### src/rtl/acp_pkg.sv
// Package: shared encodings for the ACK polling sequencer.
// Assumes the byte engine decodes eng_op with the values below.
package acp_pkg;

    typedef enum logic [1:0] {
        ENG_START   = 2'd0,
        ENG_RESTART = 2'd1,
        ENG_STOP    = 2'd2,
        ENG_SEND    = 2'd3
    } eng_op_e;

    typedef enum logic [1:0] {
        NXT_NONE  = 2'd0,
        NXT_WRITE = 2'd1,
        NXT_READ  = 2'd2,
        NXT_RSVD  = 2'd3
    } nxt_op_e;

    typedef enum logic [1:0] {
        STS_OK      = 2'd0,
        STS_TIMEOUT = 2'd1,
        STS_NACK    = 2'd2
    } status_e;

    typedef enum logic [3:0] {
        S_IDLE,
        S_POLL_START,
        S_POLL_DSEL,
        S_ADDR_HI,
        S_ADDR_LO,
        S_RESTART,
        S_RD_DSEL,
        S_STOP
    } state_e;

endpackage

### src/rtl/acp_try_ctr.sv
// Module: attempt counter for ACK polling.
// Counts NACKed poll attempts since the last clear and flags when the
// current attempt is the last one allowed. Assumes limit and poll_en are
// held stable for the whole command.
module acp_try_ctr #(
    parameter int TRY_W = 8
) (
    input  logic             clk,
    input  logic             rst_n,
    input  logic             clr,
    input  logic             inc,
    input  logic [TRY_W-1:0] limit,
    input  logic             poll_en,
    output logic             last_try
);

    localparam logic [TRY_W:0] ONE = {{TRY_W{1'b0}}, 1'b1};

    logic [TRY_W:0] cnt_q;
    logic [TRY_W:0] eff_lim;

    // Attempt count register: cleared per command, advanced on each retry.
    always_ff @(posedge clk) begin
        if (!rst_n || clr) begin
            cnt_q <= '0;
        end else if (inc) begin
            cnt_q <= cnt_q + ONE;
        end
    end

    // Effective limit: one attempt when polling is off or the limit is zero.
    always_comb begin
        if (!poll_en || (limit == '0)) begin
            eff_lim = ONE;
        end else begin
            eff_lim = {1'b0, limit};
        end
    end

    assign last_try = (cnt_q + ONE) >= eff_lim;

endmodule

### src/rtl/acp_frame.sv
// Module: frame builder.
// Maps the sequencer state to the engine operation and the byte to send.
// Assumes ADDR_W lies between 9 and 16, so that the address fits two bytes.
module acp_frame
    import acp_pkg::*;
#(
    parameter logic [6:0] DEV_ADDR = 7'h50,
    parameter int         ADDR_W   = 13
) (
    input  state_e            state,
    input  logic [ADDR_W-1:0] addr,
    output logic [1:0]        eng_op,
    output logic [7:0]        eng_byte
);

    localparam int PAD_W = 16;

    logic [PAD_W-1:0] addr_pad;

    // Zero-extend the address so that the unused high bits go out as zero.
    assign addr_pad = PAD_W'(addr);

    // Operation and byte selection for each request state.
    always_comb begin
        eng_op   = ENG_SEND;
        eng_byte = 8'h00;
        unique case (state)
            S_POLL_START: eng_op = ENG_START;
            S_POLL_DSEL:  eng_byte = {DEV_ADDR, 1'b0};
            S_ADDR_HI:    eng_byte = addr_pad[15:8];
            S_ADDR_LO:    eng_byte = addr_pad[7:0];
            S_RESTART:    eng_op = ENG_RESTART;
            S_RD_DSEL:    eng_byte = {DEV_ADDR, 1'b1};
            S_STOP:       eng_op = ENG_STOP;
            default:      eng_op = ENG_SEND;
        endcase
    end

endmodule

### src/rtl/acp_fsm.sv
// Module: sequencing state machine.
// Issues one engine request per state and waits for eng_done before it
// moves on. Assumes the engine answers every request exactly once, with a
// single-cycle eng_done.
module acp_fsm
    import acp_pkg::*;
(
    input  logic       clk,
    input  logic       rst_n,
    input  logic       cmd_accept,
    input  nxt_op_e    nxt_op,
    input  logic       eng_done,
    input  logic       eng_ack,
    input  logic       last_try,
    output state_e     state,
    output logic       eng_req,
    output logic       try_clr,
    output logic       try_inc,
    output logic       busy,
    output logic       done,
    output logic [1:0] status
);

    state_e  state_q, state_d;
    logic    pend_q;
    status_e stop_st_q, stop_st_d;
    logic    fin;
    status_e fin_st;
    logic    ev;
    logic    mem_op;
    logic    done_q;
    status_e status_q;

    assign ev     = pend_q && eng_done;
    assign mem_op = (nxt_op == NXT_WRITE) || (nxt_op == NXT_READ);

    // Next-state, retry and completion decode.
    always_comb begin
        state_d   = state_q;
        stop_st_d = stop_st_q;
        fin       = 1'b0;
        fin_st    = STS_OK;
        try_inc   = 1'b0;
        unique case (state_q)
            S_IDLE: begin
                if (cmd_accept) state_d = S_POLL_START;
            end
            S_POLL_START: begin
                if (ev) state_d = S_POLL_DSEL;
            end
            S_POLL_DSEL: begin
                if (ev) begin
                    if (eng_ack) begin
                        state_d   = mem_op ? S_ADDR_HI : S_STOP;
                        stop_st_d = STS_OK;
                    end else if (last_try) begin
                        state_d   = S_STOP;
                        stop_st_d = STS_TIMEOUT;
                    end else begin
                        state_d = S_POLL_START;
                        try_inc = 1'b1;
                    end
                end
            end
            S_ADDR_HI: begin
                if (ev) begin
                    if (eng_ack) begin
                        state_d = S_ADDR_LO;
                    end else begin
                        state_d   = S_STOP;
                        stop_st_d = STS_NACK;
                    end
                end
            end
            S_ADDR_LO: begin
                if (ev) begin
                    if (!eng_ack) begin
                        state_d   = S_STOP;
                        stop_st_d = STS_NACK;
                    end else if (nxt_op == NXT_READ) begin
                        state_d = S_RESTART;
                    end else begin
                        state_d = S_IDLE;
                        fin     = 1'b1;
                    end
                end
            end
            S_RESTART: begin
                if (ev) state_d = S_RD_DSEL;
            end
            S_RD_DSEL: begin
                if (ev) begin
                    if (eng_ack) begin
                        state_d = S_IDLE;
                        fin     = 1'b1;
                    end else begin
                        state_d   = S_STOP;
                        stop_st_d = STS_NACK;
                    end
                end
            end
            S_STOP: begin
                if (ev) begin
                    state_d = S_IDLE;
                    fin     = 1'b1;
                    fin_st  = stop_st_q;
                end
            end
            default: state_d = S_IDLE;
        endcase
    end

    // State, outstanding-request flag and completion registers.
    always_ff @(posedge clk) begin
        if (!rst_n) begin
            state_q   <= S_IDLE;
            pend_q    <= 1'b0;
            stop_st_q <= STS_OK;
            done_q    <= 1'b0;
            status_q  <= STS_OK;
        end else begin
            state_q   <= state_d;
            stop_st_q <= stop_st_d;
            done_q    <= fin;
            if (fin) status_q <= fin_st;
            if (eng_req) begin
                pend_q <= 1'b1;
            end else if (ev) begin
                pend_q <= 1'b0;
            end
        end
    end

    assign eng_req = (state_q != S_IDLE) && !pend_q;
    assign try_clr = cmd_accept;
    assign busy    = state_q != S_IDLE;
    assign done    = done_q;
    assign status  = status_q;
    assign state   = state_q;

endmodule

### src/rtl/acp_poll_seq.sv
// Module: top level of the write-completion ACK polling sequencer.
// Latches one command, polls the device-select byte until it is
// acknowledged, then runs the address phase of the next operation.
// Assumes a byte engine that performs start, restart, stop and byte-send
// requests and reports the acknowledge of each sent byte.
module acp_poll_seq
    import acp_pkg::*;
#(
    parameter logic [6:0] DEV_ADDR = 7'h50,
    parameter int         ADDR_W   = 13,
    parameter int         TRY_W    = 8
) (
    input  logic              clk,
    input  logic              rst_n,
    input  logic              cmd_valid,
    input  logic [1:0]        cmd_op,
    input  logic [ADDR_W-1:0] cmd_addr,
    input  logic              cmd_poll,
    input  logic [TRY_W-1:0]  max_tries,
    output logic              busy,
    output logic              done,
    output logic [1:0]        status,
    output logic              eng_req,
    output logic [1:0]        eng_op,
    output logic [7:0]        eng_byte,
    input  logic              eng_done,
    input  logic              eng_ack
);

    logic              cmd_accept;
    nxt_op_e           op_q;
    logic [ADDR_W-1:0] addr_q;
    logic              poll_q;
    logic [TRY_W-1:0]  lim_q;
    state_e            state;
    logic              try_clr;
    logic              try_inc;
    logic              last_try;

    assign cmd_accept = cmd_valid && !busy;

    // Command capture on accept.
    always_ff @(posedge clk) begin
        if (!rst_n) begin
            op_q   <= NXT_NONE;
            addr_q <= '0;
            poll_q <= 1'b0;
            lim_q  <= '0;
        end else if (cmd_accept) begin
            op_q   <= nxt_op_e'(cmd_op);
            addr_q <= cmd_addr;
            poll_q <= cmd_poll;
            lim_q  <= max_tries;
        end
    end

    acp_fsm u_fsm (
        .clk        (clk),
        .rst_n      (rst_n),
        .cmd_accept (cmd_accept),
        .nxt_op     (op_q),
        .eng_done   (eng_done),
        .eng_ack    (eng_ack),
        .last_try   (last_try),
        .state      (state),
        .eng_req    (eng_req),
        .try_clr    (try_clr),
        .try_inc    (try_inc),
        .busy       (busy),
        .done       (done),
        .status     (status)
    );

    acp_try_ctr #(.TRY_W(TRY_W)) u_try (
        .clk      (clk),
        .rst_n    (rst_n),
        .clr      (try_clr),
        .inc      (try_inc),
        .limit    (lim_q),
        .poll_en  (poll_q),
        .last_try (last_try)
    );

    acp_frame #(.DEV_ADDR(DEV_ADDR), .ADDR_W(ADDR_W)) u_frame (
        .state    (state),
        .addr     (addr_q),
        .eng_op   (eng_op),
        .eng_byte (eng_byte)
    );

endmodule

### config.mk
export PLATFORM = sky130hd
export DESIGN_NAME = acp_poll_seq
export DESIGN_NICKNAME = d
export VERILOG_FILES = /design/src/rtl/acp_pkg.sv /design/src/rtl/acp_try_ctr.sv /design/src/rtl/acp_frame.sv /design/src/rtl/acp_fsm.sv /design/src/rtl/acp_poll_seq.sv
export SDC_FILE = /design/constraint.sdc
export NUM_CORES = 1
export LEC_CHECK = 0
export CAP_MARGIN = 20
export CORE_MARGIN = 4
export CORE_UTILIZATION = 30
export DETAILED_ROUTE_END_ITERATION = 10
export HOLD_SLACK_MARGIN = 0.08
export PLACE_DENSITY = 0.47
export SLEW_MARGIN = 0
export SYNTH_ARGS = -nofsm -noshare
export SYNTH_HDL_FRONTEND = slang
export SYNTH_HIERARCHICAL = 1
export SYNTH_SLANG_ARGS = --single-unit
### constraint.sdc
create_clock -name clk -period 4.24 [get_ports clk]
set_input_delay 0.636 -clock clk [delete_from_list [all_inputs] [get_ports clk]]
set_output_delay 0.636 -clock clk [all_outputs]
set_load 0.01 [all_outputs]
==> summary.txt, run 1 <==
Critical path
  – Critical Path Source Type: register
  – CP max-delay cell: dfxtp_1
  – Critical path cell sequence: ha_1 -> nand3_1 -> nor2_1 -> xor2_1 -> ha_1 -> nand4_1 -> a21oi_1 -> o31ai_1 -> nand3_1 -> or2_2 -> nor4_1 -> buf_4 -> nand4_2 -> or3_1 -> a21oi_1
  – R2R Path Start: u_try/cnt_q[0]
  – Crit-path max FO: 7
  – Data arrival time of the critical path: approximately 3600 ps
  – CP Capture Type: register
  – Crit Path Class: register to register
  – Critical path buffers and inverters: 1
  – CP top delay family: simple AND/OR/NAND/NOR gates
  – CP max stage delay: 400 ps
  – Critical path origin: u_try/cnt_q[0]
  – Critical Path RT: 4460 ps

Timing
  – RSZ-0062 raised after global routing: no
  – Measured slew at the worst slew-check pin: roughly 710 ps
  – F_max: around 0.29 GHz
  – Clk_skew: 7.720 ps
  – Fin. Hold Viols: 0
  – Rel. slew slack: 0.5276
  – Endpoints failing setup: 0
  – Setup tns final: 0 ps
  – Worst-case hold slack: between 400 and 500 ps
  – Crit share post-route: 0.8047
  – Final critical-path required period: between 3000 and 4000 ps
  – Final Max Slew Viols: 0

Drt
  – Via count: 2064
  – Post-route DRC: 0
  – Routed len/inst: between 10 and 15 µm
  – Drt via density: ~4.8
  – 1st-iter DRT viols: 90
  – First-pass DRT Iterations: 4
  – Post-Route WL: roughly 5.6 mm
  – Post-DRT Antenna Nets: 0

Synth
  – Fraction of the yosys area taken by sequential cells: 0.3380
  – Synth Cell Area: ~2500 µm²
  – Distinct cells, synth: 50
  – Main synth FF type: dfxtp_1
  – Post-synth EDFFs: 0
  – Syn avg cell area: around 8.4 µm²
  – Mapped Nets: 335
  – Synth area leader: dfxtp_1
  – Seq cells post-synth: between 40 and 50
  – Synth warnings: 6
  – Main area contributors after synthesis: dfxtp_1 (34%), mux2i_1 (10%), nand2_1 (9.8%)
  – Mapped Cells: between 200 and 300
  – Post-synth ARST share: 0
  – Yosys top cell area share: 0.3380

Global route
  – First-pass GRT wire length: roughly 9.4 mm
  – Largest net degree at the start of global routing: 36
  – Vias in the first global route: a little under 2k
  – Initial antenna violation count: 0
  – GRT overflow: 0
  – Aggregate global-route resource usage: 0.1155

Power
  – Switch share: 0.3288
  – Leakage Power: ~0.0012 µW
  – P_sw: between 400 and 500 µW
  – Pwr Total: approximately 1400 µW
  – Internal: between 900 and 1000 µW
  – Clock power frac: 0.276
  – PD cells: between 400 and 500 nW/µm²
  – Sequential share of power: 0.392
  – Worst vdd ir: about 140 µV
  – Logic pwr share: 0.332

Outcome
  – Run status: completed

Layout
  – Most frequent cells in the layout: nand2_1 (65), dfxtp_1 (42), clkdlybuf4s50_1 (42)
  – Most common cell after layout, fill and taps aside: nand2_1
  – Fill cell total of the finished layout: between 800 and 900
  – Post-layout util: 0.3842
  – Ratio of cells with drive above 1 in the final layout: 0.06383
  – Area growth, synth to finish: 21.83%
  – Layout Cells excl Fill: between 400 and 500
  – Diode count: 0
  – Nets: between 300 and 400

Floorplan
  – # rows: 32
  – Starting Density: 0.3154
  – Core Area: about 7900 µm²
  – Die width: ~100 µm
  – Die H: 99.06 µm
  – Die area: between 9000 and 10000 µm²
  – I/O Pins: 44

Clocking
  – Clock root buffer: clkbuf_8
  – Total clock buffers created by CTS: 5
  – Setup bufs post-CTS: 0
  – Worst-Skew Late Latency: ~300 ps
  – Resized cells post-CTS: 0
  – CTS max path bufs: 2
  – Num Clock Sinks: 42
  – CTS H-tree depth: 2
  – Post-CTS Hold Buffers: 0
  – Reg clk slew, reported paths: 80 ps
  – CTS tree: done

Min path
  – Hold WC Path Type: register to register
  – Hold Startpoint: addr_q[4]

Run
  – Max_cap viols: 0

Placed design
  – Post-DP HPWL: around 4.0 mm
  – GP Congestion: about 0.74
  – Buffers on Ports: 43
  – Dpl cells: about 420
[registers in the layout (all words and copies together), names as in the netlist]
name             cells
u_try/cnt_q          9
poll_q               1
u_fsm/pend_q         1
addr_q              13
lim_q                8
u_fsm/status         2
u_fsm/state          3
op_q                 2
u_fsm/done           1
u_fsm/stop_st_q      2
[worst register-to-register path, stage by stage, from the launching register on]
cell	delay [ps]
dfxtp_1	400
ha_1	260
nand3_1	150
nor2_1	160
xor2_1	200
ha_1	270
nand4_1	120
a21oi_1	50
o31ai_1	230
nand3_1	190
or2_2	340
nor4_1	170
buf_4	200
nand4_2	130
or3_1	340
a21oi_1	140
[cells by family after synthesis]
group | Yosys count | share of synthesized area
and+or+nand+nor | 134 | 0.2575
AOI/OAI and AO/OA | 43 | 0.1207
DFF | 42 | 0.3380
muxes | 26 | 0.1046
buffers and inverters | 26 | 0.07797
xor gates and xnor gates | 14 | 0.04930
adders and majority gates | 10 | 0.05030
other | 1 | 0.001508
[routing by layer]
layer / share of wire / track usage
met1: 0.52 / 0.1612
met2: 0.43 / 0.1746
met3: 0.043 / 0.03114
met4: 0.011 / 0.03151
met5: 0 / 0
[final timing paths]
check / to / slack, ps / cells past startpoint
worst max-delay path: u_try/cnt_q[8] / 830 / 15
worst min-delay path: addr_q[4] / 460 / 2
worst max register to register: u_try/cnt_q[8] / 830 / 15
worst min register to register: addr_q[4] / 460 / 2
[power by group through the flow]
stage	combinational, µW	clock [µW]	sequential [µW]
global placement	482	0	570
detailed placement	483	0	571
global route	527	424	577
finish	476	396	562
floorplan	423	0	522
CTS	485	413	562
[synth_stat cells (3+ instances only)]
cell type,instances
nand4_1,5
xor2_1,9
nor2_1,24
dfxtp_1,42
buf_2,3
inv_1,5
nor2b_1,3
mux2i_1,26
clkbuf_1,5
buf_6,5
or2b_1,3
a22oi_1,6
a21oi_1,12
and3_1,5
nand2_1,65
ha_1,10
or3_1,4
nand3_1,4
xnor2_1,5
o21ai_0,8
nor3_1,6
buf_4,6
[per-stage QoR]
step | instance area, µm² | worst slack, ps
floorplan | 2487 | 1137
global placement | 2888 | 949.3
detailed placement | 2888 | 834.2
CTS | 3030 | 803.4
global route | 3030 | 325.7
finish | 3030 | 827.9
[area by class of cell]
cell class                      count  area (µm²)  area share
Timing Repair Buffer               46       447.9      0.1478
Clock inverter                      2       60.06     0.01982
Multi-Input combinational cell    228        1453      0.4794
Clock buffer                        6       82.58     0.02725
Tap cell                          102       127.6     0.04211
Sequential cell                    42       840.8      0.2775
Inverter                            5       18.77    0.006193
(Power assumes the default switching activity.)
==> run 2: changes to the inputs <==
PLACE_DENSITY = 0.49   (was 0.47)
clock period = 2.9 ns   (was 4.24 ns; I/O delays follow)
==> run 2 against run 1 <==
Flip-flop and latch count unchanged. Via count up 2.4%. Largest power group is now combinational logic. Largest cell class unchanged. Final area up 7.3%. Highest routed layer unchanged. Global-route usage about the same. Clock power up 18%. Final cell count up 4.4%. Worst hold slack worse by 1.4 ps. First-iteration DRC count down 40%. The flow now finishes with violations (negative setup slack). Count of clock-buffer cells in the layout unchanged.
==> summary.txt, run 2 (synthesized netlist as in run 1, its figures left out) <==
Outcome
  – Run status: finished, violations left
  – Failing checks: negative setup slack

Timing
  – RSZ-0062 raised after global routing: yes
  – Final Max Slew Viols: 0
  – Fin. Hold Viols: 0
  – Final WS setup: -72.93 ps
  – Clk_skew: approximately 10 ps
  – Crit share post-route: 1.025
  – Measured slew at the worst slew-check pin: 600.6 ps
  – Rel. slew slack: 0.5996
  – Final critical-path required period: 2973 ps
  – Worst-case hold slack: 458.3 ps
  – Endpoints failing setup: 8
  – F_max: approximately 0.34 GHz
  – Setup tns final: -375.3 ps

Floorplan
  – I/O Pins: 44
  – Starting Density: 0.3154
  – Die H: around 100 µm
  – Die area: slightly below 10000 µm²
  – # rows: 32
  – Core Area: around 8000 µm²
  – Die width: 99.06 µm

Layout
  – Largest registers: addr_q: 13 flops, u_try/cnt_q: 9 flops, lim_q: 8 flops
  – Most frequent cells in the layout: nand2_1 (63), clkdlybuf4s50_1 (42), dfxtp_1 (38)
  – Ratio of cells with drive above 1 in the final layout: 0.1552
  – Area growth, synth to finish: 30.73%
  – Diode count: 0
  – Layout Cells excl Fill: 450
  – Max reg flops: 13
  – Nets: about 390
  – Most common cell after layout, fill and taps aside: nand2_1
  – Reg with most FFs: addr_q

Drt
  – Routed len/inst: approximately 13 µm
  – Post-route DRC: 0
  – First-pass DRT Iterations: 4
  – Post-DRT Antenna Nets: 0
  – Via count: around 2.1k
  – Post-Route WL: between 5 and 6 mm
  – 1st-iter DRT viols: 54
  – Drt via density: roughly 4.7

Power
  – PD cells: approximately 620 nW/µm²
  – Worst vdd ir: between 200 and 300 µV
  – Leakage Power: around 0.0013 µW

Global route
  – Aggregate global-route resource usage: 0.1158
  – GRT overflow: 0
  – Initial antenna violation count: 0
  – Vias in the first global route: slightly above 2k
  – Largest net degree at the start of global routing: 36
  – First-pass GRT wire length: 9.466 mm

Clocking
  – CTS tree: done
  – CTS H-tree depth: 2
  – Reg clk slew, reported paths: about 90 ps
  – Clock root buffer: clkbuf_8
  – Post-CTS Hold Buffers: 0
  – Worst-Skew Late Latency: approximately 290 ps
  – Num Clock Sinks: 42
  – Total clock buffers created by CTS: 5
  – CTS max path bufs: 2

Critical path
  – Crit Path Class: register to register
  – Critical Path Source Type: register
  – Crit-path max FO: 6
  – Critical Path RT: 3070 ps
  – Data arrival time of the critical path: between 3000 and 4000 ps
  – CP Capture Type: register

Placed design
  – Buffers on Ports: 43
  – Placement Setup Slack: -112.2 ps
  – Post-DP HPWL: 4.154 mm
  – GP Congestion: around 0.83
  – Dpl cells: 439

Min path
  – Hold WC Path Type: register to register

Run
  – Max_cap viols: 0
[run 2: timing repair]
item | CTS | global route
setup endpoints to repair | 9 | 11
setup buffers | 0 | 3
pin swaps | 3 | 2
gates resized for setup | 1 | 11
gates cloned | 0 | 0
[run 2: final timing paths]
path,startpoint,to,slack (ps),cells past startpoint
max reg2reg,u_try/cnt_q[0],u_try/cnt_q[7],-70,15
min,addr_q[6],addr_q[6],460,2
min reg2reg,addr_q[6],addr_q[6],460,2
max,u_try/cnt_q[0],u_try/cnt_q[7],-70,15
[run 2: stage by stage]
stage / utilization / power [µW] / instance area (µm²)
after floorplan: - / 1386 / 2547
after global placement: 0.3890 / 1578 / 3068
after detailed placement: 0.3890 / 1583 / 3068
after CTS: 0.4032 / 2055 / 3181
after global routing: 0.4123 / 2167 / 3252
final: 0.4123 / 2030 / 3252
[run 2: final cells by class]
cell class	instances	area (µm²)
clock inverters	2	37.54
well taps	102	127.6
clock buffers	6	72.57
fillers	791	4636
multi-input cells	228	1545
flip-flops and latches	42	848.3
repair buffers	65	601.8
inverters	5	18.77
[run 2: critical path, stage by stage (launching register included)]
cell and delay, ps:
dfxtp_2 350, ha_4 170, buf_4 150, xor2_1 150, ha_1 330, a21oi_1 140, a21oi_1 90, o31ai_1 240
nand3_1 150, or2_4 280, nor4_4 210, buf_4 180, buf_8 120, nand4_1 90, xor2_1 140, nor2_1 50
[run 2: metal layers]
layer	wire [µm]	global-route usage
met5	0	0
met4	63	0.03782
met3	208	0.02689
met2	2540	0.1798
met1	2829	0.1582
[run 2: power breakdown]
group | switching [µW] | total [µW] | internal (µW)
logic | 413 | 802 | 389
clock network | 210 | 467 | 257
registers | 80.4 | 760 | 680
